[config.mk]
export PLATFORM = sky130hd
export DESIGN_NAME = otrap_injector
export DESIGN_NICKNAME = d
export VERILOG_FILES = /design/src/rtl/otrap_pkg.sv /design/src/rtl/otrap_lookup.sv /design/src/rtl/otrap_steer.sv /design/src/rtl/otrap_capture.sv /design/src/rtl/otrap_injector.sv
export SDC_FILE = /design/constraint.sdc
export NUM_CORES = 1
export LEC_CHECK = 0
export ABC_AREA = 1
export CAP_MARGIN = 20
export CORE_UTILIZATION = 28
export CTS_BUF_LIST = sky130_fd_sc_hd__clkbuf_16
export CTS_CLUSTER_SIZE = 8
export DETAILED_ROUTE_END_ITERATION = 10
export SLEW_MARGIN = 20
export SYNTH_ARGS = -nofsm -noshare
export SYNTH_HDL_FRONTEND = slang
export SYNTH_SLANG_ARGS = --single-unit
[constraint.sdc]
create_clock -name clk_i -period 2.3 [get_ports clk_i]
set_input_delay 0.345 -clock clk_i [delete_from_list [all_inputs] [get_ports clk_i]]
set_output_delay 0.345 -clock clk_i [all_outputs]
set_load 0.02 [all_outputs]
[src/rtl/otrap_pkg.sv]
package otrap_pkg;

    localparam int BYTE_W    = 8;
    localparam int TABLE_N   = 1 << BYTE_W;
    localparam logic [BYTE_W-1:0] BRK_CODE = 8'h00;

    typedef logic [BYTE_W-1:0] byte_t;

    typedef struct packed {
        byte_t data;
        logic  fetch;
        logic  read;
    } bus_in_t;

    typedef enum logic [1:0] {
        PATH_IDLE  = 2'b00,
        PATH_XCVR  = 2'b01,
        PATH_FORCE = 2'b10
    } path_e;

    // Documented NMOS opcode set, decoded from the aaabbbcc fields.
    function automatic logic op_is_documented(input byte_t op);
        logic [2:0] aaa;
        logic [2:0] bbb;
        logic [1:0] cc;
        logic       ok;
        aaa = op[7:5];
        bbb = op[4:2];
        cc  = op[1:0];
        ok  = 1'b0;
        case (cc)
            2'd1: ok = (op != 8'h89);
            2'd2: begin
                case (bbb)
                    3'd0: ok = (aaa == 3'd5);
                    3'd1, 3'd2, 3'd3, 3'd5: ok = 1'b1;
                    3'd4: ok = 1'b0;
                    3'd6: ok = (aaa == 3'd4) || (aaa == 3'd5);
                    3'd7: ok = (aaa != 3'd4);
                    default: ok = 1'b0;
                endcase
            end
            2'd0: begin
                case (bbb)
                    3'd0: ok = (aaa != 3'd4);
                    3'd1: ok = (aaa == 3'd1) || (aaa >= 3'd4);
                    3'd2, 3'd4, 3'd6: ok = 1'b1;
                    3'd3: ok = (aaa != 3'd0);
                    3'd5: ok = (aaa == 3'd4) || (aaa == 3'd5);
                    3'd7: ok = (aaa == 3'd5);
                    default: ok = 1'b0;
                endcase
            end
            default: ok = 1'b0;
        endcase
        return ok;
    endfunction

    function automatic path_e pick_path(input logic substitute);
        return substitute ? PATH_FORCE : PATH_XCVR;
    endfunction

endpackage

[src/rtl/otrap_lookup.sv]
module otrap_lookup
    import otrap_pkg::*;
#(
    parameter logic [TABLE_N-1:0] EXTRA_TRAPS = '0
) (
    input  logic  rst_i,
    input  byte_t index_i,
    output logic  illegal_o
);
    logic [TABLE_N-1:0] table_q;

    for (genvar g = 0; g < TABLE_N; g++) begin : g_entry
        localparam logic BAD = !op_is_documented(byte_t'(g)) || EXTRA_TRAPS[g];
        assign table_q[g] = BAD;
    end

    // All entries read valid while reset is held.
    always_comb begin
        illegal_o = rst_i ? 1'b0 : table_q[index_i];
    end

endmodule

[src/rtl/otrap_steer.sv]
module otrap_steer
    import otrap_pkg::*;
(
    input  logic    clk_i,
    input  logic    rst_i,
    input  bus_in_t bus_i,
    input  logic    illegal_i,
    output byte_t   cpu_data_o,
    output logic    xcvr_en_o,
    output logic    force_en_o,
    output logic    subst_o
);
    path_e path;

    always_comb begin
        path       = pick_path(bus_i.fetch && bus_i.read && illegal_i);
        subst_o    = (path == PATH_FORCE);
        force_en_o = (path == PATH_FORCE);
        xcvr_en_o  = (path == PATH_XCVR);
        cpu_data_o = (path == PATH_FORCE) ? BRK_CODE : bus_i.data;
    end


    one_driver_chk: assert property (@(posedge clk_i) disable iff (rst_i)
        $countones({xcvr_en_o, force_en_o}) == 1);


    forced_zero_chk: assert property (@(posedge clk_i) disable iff (rst_i)
        force_en_o |-> (cpu_data_o == 8'h00) && illegal_i);


    pass_through_chk: assert property (@(posedge clk_i) disable iff (rst_i)
        xcvr_en_o |-> cpu_data_o == bus_i.data);

endmodule

[src/rtl/otrap_capture.sv]
module otrap_capture
    import otrap_pkg::*;
(
    input  logic    clk_i,
    input  logic    rst_i,
    input  bus_in_t bus_i,
    input  logic    subst_i,
    output logic    trap_o,
    output byte_t   trap_byte_o
);
    always_ff @(posedge clk_i) begin
        if (rst_i) begin
            trap_o      <= 1'b0;
            trap_byte_o <= '0;
        end else begin
            trap_o <= subst_i;
            if (subst_i) begin
                trap_byte_o <= bus_i.data;
            end
        end
    end


    fetch_only_chk: assert property (@(posedge clk_i) disable iff (rst_i)
        !bus_i.fetch |-> !subst_i);


    read_only_chk: assert property (@(posedge clk_i) disable iff (rst_i)
        !bus_i.read |-> !subst_i);


    pulse_follows_chk: assert property (@(posedge clk_i) disable iff (rst_i)
        subst_i |=> trap_o);


    byte_kept_chk: assert property (@(posedge clk_i) disable iff (rst_i)
        !subst_i |=> $stable(trap_byte_o));


    real_brk_chk: assert property (@(posedge clk_i) disable iff (rst_i)
        (bus_i.fetch && bus_i.read && bus_i.data == BRK_CODE) |=> !trap_o);

endmodule

[src/rtl/otrap_injector.sv]
module otrap_injector
    import otrap_pkg::*;
#(
    parameter logic [255:0] EXTRA_TRAPS = '0
) (
    input  logic       clk_i,
    input  logic       rst_i,
    input  logic [7:0] mem_data_i,
    input  logic       sync_i,
    input  logic       rd_i,
    output logic [7:0] cpu_data_o,
    output logic       xcvr_en_o,
    output logic       force_en_o,
    output logic       trap_o,
    output logic [7:0] trap_byte_o
);
    bus_in_t bus;
    logic    illegal;
    logic    subst;

    assign bus = '{data: mem_data_i, fetch: sync_i, read: rd_i};

    otrap_lookup #(.EXTRA_TRAPS(EXTRA_TRAPS)) lookup_i (
        .rst_i     (rst_i),
        .index_i   (mem_data_i),
        .illegal_o (illegal)
    );

    otrap_steer steer_i (
        .clk_i      (clk_i),
        .rst_i      (rst_i),
        .bus_i      (bus),
        .illegal_i  (illegal),
        .cpu_data_o (cpu_data_o),
        .xcvr_en_o  (xcvr_en_o),
        .force_en_o (force_en_o),
        .subst_o    (subst)
    );

    otrap_capture capture_i (
        .clk_i       (clk_i),
        .rst_i       (rst_i),
        .bus_i       (bus),
        .subst_i     (subst),
        .trap_o      (trap_o),
        .trap_byte_o (trap_byte_o)
    );


    reset_quiet_chk: assert property (@(posedge clk_i)
        $past(rst_i) |-> !trap_o && trap_byte_o == 8'h00);

endmodule

; ---- After elaboration in Yosys (flattened, before gate mapping)
; Memory sizes are Yosys's and may differ from the RTL's.
; Index checks and enable logic that the tools add are counted.
[word_totals]
regBits = 9
n_memories = 1
mem_bits_ro = 256
output_inout_bits = 19
input_bits = 12
[classes]
n_reduce_logical = 2
muxes = 4
order_cmp = 1
n_eq_ne = 2
[memory_table]
columns = name, words, word_bits, rd, rd_clocked_by_memory_dff, wr, line_no
row1 = (no name shown), 256, 1, 1, 0, 0, otrap_lookup.sv:19  ; illegal_o = rst_i ? 1'b0 : table_q[index_i];
[op_table]
columns = cell, n
row1 = less-than comparator 8 x 9 -> 1 bit (second input constant), 1
row2 = 2-to-1 mux 8 bit, 1
row3 = == test 2 x 1 -> 1 bit (second input constant), 1
row4 = == test 2 bit (second input constant), 1
row5 = logical AND 1 bit, 2
row6 = 2-to-1 mux 1 bit, 2
row7 = 2-to-1 mux 2 bit, 1

; ---- Depth between registers and ports, before layout
; Gate-level depths: netlist (run 1).
[logic_depth]
ltp_word = 7
depth_mapped = 15
mapped_depth_nobuf = 14

; ---- Hierarchy
; Synthesis (run 1) repeated with hierarchy kept, for this count alone.
[unflattened]
cells_unflattened = 127
hier_area_um2 = 693.2
[by_module_without_submodules]
columns = mod, seq_area_each_um2, n_inst, cells_per_inst, area_per_inst_um2
row1 = otrap_capture, 180.2, 1, 54, 369.1
row2 = otrap_lookup, 0.0, 1, 54, 235.2
row3 = otrap_steer, 0.0, 1, 19, 88.8

; ---- Least setup slack after synthesis (run 1)
; OpenSTA, ideal clock, no wires.
[synth_timing]
path_kind = input to output
from = input mem_data_i[0]
to = output cpu_data_o[0]
stages = 14
path_slack_ns = 0.207
arrival_time_ns = 1.748
path_cell_list = ha_1 -> inv_1 -> nand2_1 -> nor2_1 -> nor2_1 -> nand2_1 -> nand3_1 -> nand2_1 -> nand2_1 -> nand2_2 -> nand2_4 -> nand2_2 -> inv_2 -> nor2_1
[synth_between]
elab_chain_cells = 7
[synth_lines]
columns = item, line_no
row1 = start: declaration, otrap_injector.sv:8  ; input logic [7:0] mem_data_i,
row2 = memory (256 x 1 bit), -
row3 = 2-to-1 mux 1 bit (implied by the code), otrap_lookup.sv:19
row4 = 2-to-1 mux 1 bit, otrap_lookup.sv:19
row5 = logical AND 1 bit, otrap_steer.sv:16  ; path = pick_path(bus_i.fetch && bus_i.read && illegal_i);
row6 = 2-to-1 mux 2 bit, otrap_pkg.sv:60  ; return substitute ? PATH_FORCE : PATH_XCVR;
row7 = == test 2 bit, -
row8 = via force_en_o, otrap_injector.sv:13  ; output logic force_en_o,
row9 = 2-to-1 mux 8 bit, otrap_steer.sv:20  ; cpu_data_o = (path == PATH_FORCE) ? BRK_CODE : bus_i.data;
row10 = end: declaration, otrap_injector.sv:11  ; output logic [7:0] cpu_data_o,
; The timed path passes the listed nets, and every way through them passes these cells. The select of a mux whose other input is x is not followed.

; ---- Final worst setup path (run 1)
[layout_timing]
from = input mem_data_i[5]
to = output cpu_data_o[5]
[layout_between]
elab_chain_cells = 7
[layout_lines]
columns = item, line_no
row1 = memory (256 x 1 bit), -
row2 = 2-to-1 mux 1 bit (implied by the code), otrap_lookup.sv:19
row3 = 2-to-1 mux 1 bit, otrap_lookup.sv:19
row4 = logical AND 1 bit, otrap_steer.sv:16
row5 = 2-to-1 mux 2 bit, otrap_pkg.sv:60
row6 = == test 2 bit, otrap_steer.sv:20
row7 = 2-to-1 mux 8 bit *, otrap_steer.sv:20
; Mark *: on every way between the ends. The rest lies on a longest branch, timed or not. The select of a mux whose other input is x is not followed.

==> impl_metrics.toml, run 1 <==
[layout]
fillerInstances = 249
final_cell_mix = "nand2_1, buf_4, nor2_1"
diodes = 0
nNetsFinal = 176
final_cells = 190
area_delta_synth_final_pct = 82.8
drive_gt1_frac = 0.370
layout_commonest_cell = "nand2_1"
finalInstanceArea_um2 = 1200

[clock_tree]
cts_max_level = 1
clkLatencyLatePin_ps = 240
clock-sinks = 9
tritoncts = "done"
cts-hold-fix-buffers = 0
numCtsBuffers = 3
clk_pin_slew_ps = 40
cts_root_buf = "clkbuf_16"
clockBufferDepth = 2

[routing]
drc = 0
wl_um = 1750
wl_per_cell_um = 9.22
drt_iter0_drc = 15
drt.antenna.violating_nets = 0
vias_per_cell = 4.38
vias = 833
dr.pass1.iters = 3

[setup_path]
cp-start-kind = "primary input"
cp_max_fo = 4
r2r_end = "capture_i.trap_byte_o[3]"
max_stage_delay_ps = 490
reg2regPathDepth = 2
cp-startpoint = "mem_data_i[5]"
cp_slowest_cell = "clkdlybuf4s50_1"
critPathKind = "in2out"
worstPathRequired_ps = 1960
reg2reg_from = "capture_i.trap_byte_o[3]"
reg2reg_slack_ps = 1720
crit_family = "buffers and inverters"
crit_chain = "clkdlybuf4s50_1 > inv_2 > nand2_1 > nor2_1 > nand2_1 > nand3_1 > nand2_1 > nand2_1 > nand2_2 > nand2_4 > nand2_4 > clkinvlp_4 > nor2_2 > buf_6"
critPathBufInv = 4
path_common_cell = "nand2_1"
critPathArrivalTime_ps = 1840
end_kind = "output port"

[placed_design]
gp_congestion = 0.768
place_hpwl_um = 1400
placed_cell_area_um2 = 1100
port-buffer-count = 30
dp_cells = 183
place_ws_ps = -627

[pwr]
power_leakage_nw = 0.596
p_per_area_nw_per_um2 = 557
comb_power_share = 0.298
p_sw_frac = 0.274
power_switching_w = 0.000182
p_int_w = 0.000484
max-vdd-ir-drop_mv = 0.370
seqPwrFrac = 0.250
clkPwrFrac = 0.452

[synthesis]
yosys-top-cells-area = "dfxtp_1, nand2_1, nand3_1"
ys_warn_count = 0
yosys_register_bits = 9
synth_top_area_cell = "dfxtp_1"
avgSynthCellArea_um2 = 5.95
synth_ff_type = "dfxtp_1"
synthCells = 110
synth-seq-area-share = 0.275
yosys.cell_types.count = 17
syn_nets = 123
synth_edf_count = 0
synth_top_cell_area_share = 0.275
ys_async_sr_fraction = 0
synth_area_um2 = 654

[timing]
rsz0062_at_grt = "no"
slew_viol_final = 0
final_hold_viol_count = 0
fmax_mhz = 457
finalCritPeriodShare = 0.952
setup_ws_ps = 111
setup_viol = 0
worst_slew_pin_slew_ps = 215
fin_crit_ps = 2190
maxSlewHeadroom = 0.856
final.setup_skew_ps = 0

[floorplan]
row_count = 17
die_w_um = 50.3
die-area_um2 = 2530
start_util = 0.296
dieHeight_um = 50.3
core_area_um2 = 2210
ios = 31

[grt]
grt_usage = 0.162
antenna_found_initial = 0
grt_pass1_wl_um = 3080
grt_max_degree = 17
grt_pass1_vias = 761
grt-ovfl-total = 0

[min_path]
holdPathEnd = "capture_i.trap_byte_o[0]"
hold_path_class = "reg2reg"
holdPathStages = 2
hold_start = "capture_i.trap_byte_o[0]"

[job]
cap_violations = 0

[run_status]
status = "complete, no violations"
-- metrics by stage --
stage / utilization / total power [W] / setup TNS, ps / hold WS, ps
floorplan: - / 0.000275 / 0 / 565
finish: 0.541 / 0.000667 / 0 / 476
CTS: 0.539 / 0.000670 / 0 / 481
detailed placement: 0.498 / 0.000362 / -5790 / 471
global placement: 0.498 / 0.000359 / -5390 / 463
global route: 0.541 / 0.000702 / 0 / 511
-- layout make-up --
cell class                 instances  area (um^2)  area share
clock inverter                     1         3.75     0.00314
timing repair buffer              50          404       0.338
clock buffer                       3         75.1      0.0628
tap                               28         35.0      0.0293
multi-input combinational         86          443       0.370
inverter                          12         47.5      0.0397
sequential                         9          180       0.151
timing repair inverter             1         7.51     0.00628
-- worst max path at each step --
stage               cells past startpoint  slack (ps)             to
global placement                       16        -580  cpu_data_o[3]
detailed placement                     15        -630  cpu_data_o[3]
floorplan                              14         210  cpu_data_o[0]
global route                           14           4  cpu_data_o[5]
finish                                 14         110  cpu_data_o[5]
CTS                                    15          40  cpu_data_o[5]
-- power groups by stage --
stage               sequential [W]  combinational (W)  clock [W]
global route              0.000167           0.000218   0.000316
floorplan                 0.000177          0.0000975          0
detailed placement        0.000169           0.000193          0
global placement          0.000169           0.000190          0
finish                    0.000167           0.000199   0.000301
CTS                       0.000167           0.000198   0.000305
-- per-layer routing --
metal / track usage / vias to the layer above / wire length, um
li1: - / 451 / -
met1: 0.180 / 354 / 750
met2: 0.278 / 23 / 869
met3: 0.0273 / 5 / 82
met4: 0.111 / 0 / 48
met5: 0 / - / 0
-- timing repair --
| action | 4_1_cts | 5_1_grt |
|---|---|---|
| endpoints found under the setup margin | 10 | 4 |
| gates cloned | 1 | 0 |
| pin swaps | 8 | 2 |
| gates resized for setup | 65 | 7 |
| endpoints found under the hold margin | 0 | 0 |
| buffers inserted | 2 | 0 |
-- cell usage after synthesis, types with 2 or more instances --
cell type	number
inv_2	2
nand2_2	6
inv_1	9
a21oi_1	7
nand2_1	29
nand3_1	16
nor2_1	21
a21oi_2	3
dfxtp_1	9
-- tightest hold or removal path, stage by stage, from the launching register on --
cell     delay, ps
dfxtp_1        320
a21oi_1         40
nor2_1          80
-- logic make-up (layout without fill, tap and decap cells) --
group | Yosys count | count (layout) | synth area share
AND/OR/NAND/NOR | 74 | 74 | 0.493
flip-flops | 9 | 9 | 0.275
adder cells (fa/ha/maj) | 1 | 1 | 0.0191
AO/OA/AOI/OAI | 11 | 11 | 0.107
buffers and inverters | 15 | 67 | 0.105
-- registers in the layout (all words and copies together), names as in the netlist --
signal,count
capture_i.trap_byte_o,8
capture_i.trap_o,1
(Power assumes the default switching activity.)
==> run 2, diff against run 1 <==
Settings changed: CORE_UTILIZATION 28 to 42, PLACE_DENSITY from default to 0.82, TNS_END_PERCENT from default to 30.
==> run 2 against run 1 <==
Against the previous run:
- core utilization is 32 points higher
- sequential share of layout area up 0.34 points
- clock-buffer cell count unchanged
==> impl_metrics.toml, run 2 (synthesis results as in run 1) <==
[timing]
fin_crit_ps = 2210
setup_viol = 0
finalCritPeriodShare = 0.959
slew_viol_final = 0
rsz0062_at_grt = "no"
final.setup_skew_ps = 0
final_hold_viol_count = 0
worst_slew_pin_slew_ps = 250
maxSlewHeadroom = 0.833
fmax_mhz = 453

[min_path]
holdPathStages = 2
hold_path_class = "reg2reg"

[setup_path]
cp-start-kind = "primary input"
worstPathRequired_ps = 1960
critPathArrivalTime_ps = 1860
critPathKind = "in2out"
end_kind = "output port"
reg2regPathDepth = 2
cp_max_fo = 4

[routing]
dr.pass1.iters = 4
drt.antenna.violating_nets = 0
wl_um = 2370
vias_per_cell = 5.23
vias = 920
wl_per_cell_um = 13.5
drt_iter0_drc = 33
drc = 0

[grt]
grt_usage = 0.282
grt_max_degree = 17
grt_pass1_wl_um = 3750
grt_pass1_vias = 866
antenna_found_initial = 0
grt-ovfl-total = 0

[layout]
drive_gt1_frac = 0.360
largest_reg_flops = 8
final_cells = 176
final_cell_mix = "nand2_1, buf_4, nor2_1"
fin_util = 0.856
max_flop_register = "capture_i.trap_byte_o"
finalInstanceArea_um2 = 1170
area_delta_synth_final_pct = 78.8
top_regs = "capture_i.trap_byte_o x8, capture_i.trap_o x1"
nNetsFinal = 175
diodes = 0
layout_commonest_cell = "nand2_1"

[placed_design]
place_hpwl_um = 1460
port-buffer-count = 30
dp_cells = 167
gp_congestion = 0.876
placed_cell_area_um2 = 1060

[pwr]
power_leakage_nw = 0.599
max-vdd-ir-drop_mv = 0.822
p_per_area_nw_per_um2 = 574

[clock_tree]
clk_pin_slew_ps = 40
clock-sinks = 9
numCtsBuffers = 3
cts_root_buf = "clkbuf_16"
clkLatencyLatePin_ps = 230
cts_max_level = 1
clockBufferDepth = 2
tritoncts = "done"

[floorplan]
die-area_um2 = 1720
row_count = 13
core_area_um2 = 1370
start_util = 0.479
dieHeight_um = 41.5
ios = 31
die_w_um = 41.5

[run_status]
status = "complete, no violations"

[job]
cap_violations = 0
[run 2: changes by cell type in the layout (fill, tap and decap cells not counted), moves of 2 or more]
| cell | previous run | this run |
|---|---|---|
| buf_2 | 7 | 4 |
| clkbuf_2 | 1 | 3 |
| nand2_1 | 26 | 28 |
| nand2_2 | 8 | 6 |
| nor2_2 | 2 | 4 |
[run 2: metrics by stage]
stage	TNS (ps)	hold slack [ps]	power (W)	setup WS (ps)
after floorplan	0	565	0.000275	207
after global placement	-5690	465	0.000354	-603
after detailed placement	-6110	475	0.000359	-661
after CTS	0	489	0.000666	0.536
after global routing	0	516	0.000699	7.34
final	0	497	0.000671	94.1
[run 2: final timing paths]
check / from / end / slack [ps]
hold / removal: capture_i.trap_byte_o[1] / capture_i.trap_byte_o[1] / 500
setup / recovery: mem_data_i[0] / cpu_data_o[1] / 90
setup reg to reg: capture_i.trap_byte_o[2] / capture_i.trap_byte_o[2] / 1650
hold reg to reg: capture_i.trap_byte_o[1] / capture_i.trap_byte_o[1] / 500
[run 2: area by class of cell]
type                            count  area (um^2)
Multi-Input combinational cell     86          439
Clock inverter                      1         3.75
Timing Repair Buffer               49          398
Inverter                           12         47.5
Sequential cell                     9          180
Tap cell                           15         18.8
Clock buffer                        3         75.1
Fill cell                          84          196
Timing Repair inverter              1         7.51
[run 2: power by group]
| part | internal [W] | total [W] | switching [W] |
|---|---|---|---|
| registers | 0.000163 | 0.000167 | 0.00000377 |
| logic | 0.0000907 | 0.000204 | 0.000113 |
| clock network | 0.000227 | 0.000300 | 0.0000732 |
| total | 0.000481 | 0.000671 | 0.000190 |
[run 2: timing repair]
action                                  CTS  global route
endpoints found under the setup margin   10            10
gates resized for setup                  62             8
setup buffers                             4             0
hold buffers                              0             0
gates cloned                              1             0
pin swaps                                 8             2
[run 2: worst max-delay path: stages]
cell and delay [ps]:
clkbuf_2 120, ha_4 130, inv_2 40, buf_4 120, buf_4 120, buf_4 120
a21oi_1 160, nand2_1 90, o21ai_2 60, nand2_2 70, nand2_4 80, nand2_4 70
clkinvlp_4 120, nor2_1 50, buf_4 150
[run 2: metal layers]
layer / GRT usage / up-vias / part of all wire
met2: 0.550 / 45 / 0.55
met5: 0 / - / 0
li1: - / 448 / -
met1: 0.295 / 421 / 0.38
met3: 0.0783 / 6 / 0.050
met4: 0.0516 / 0 / 0.024
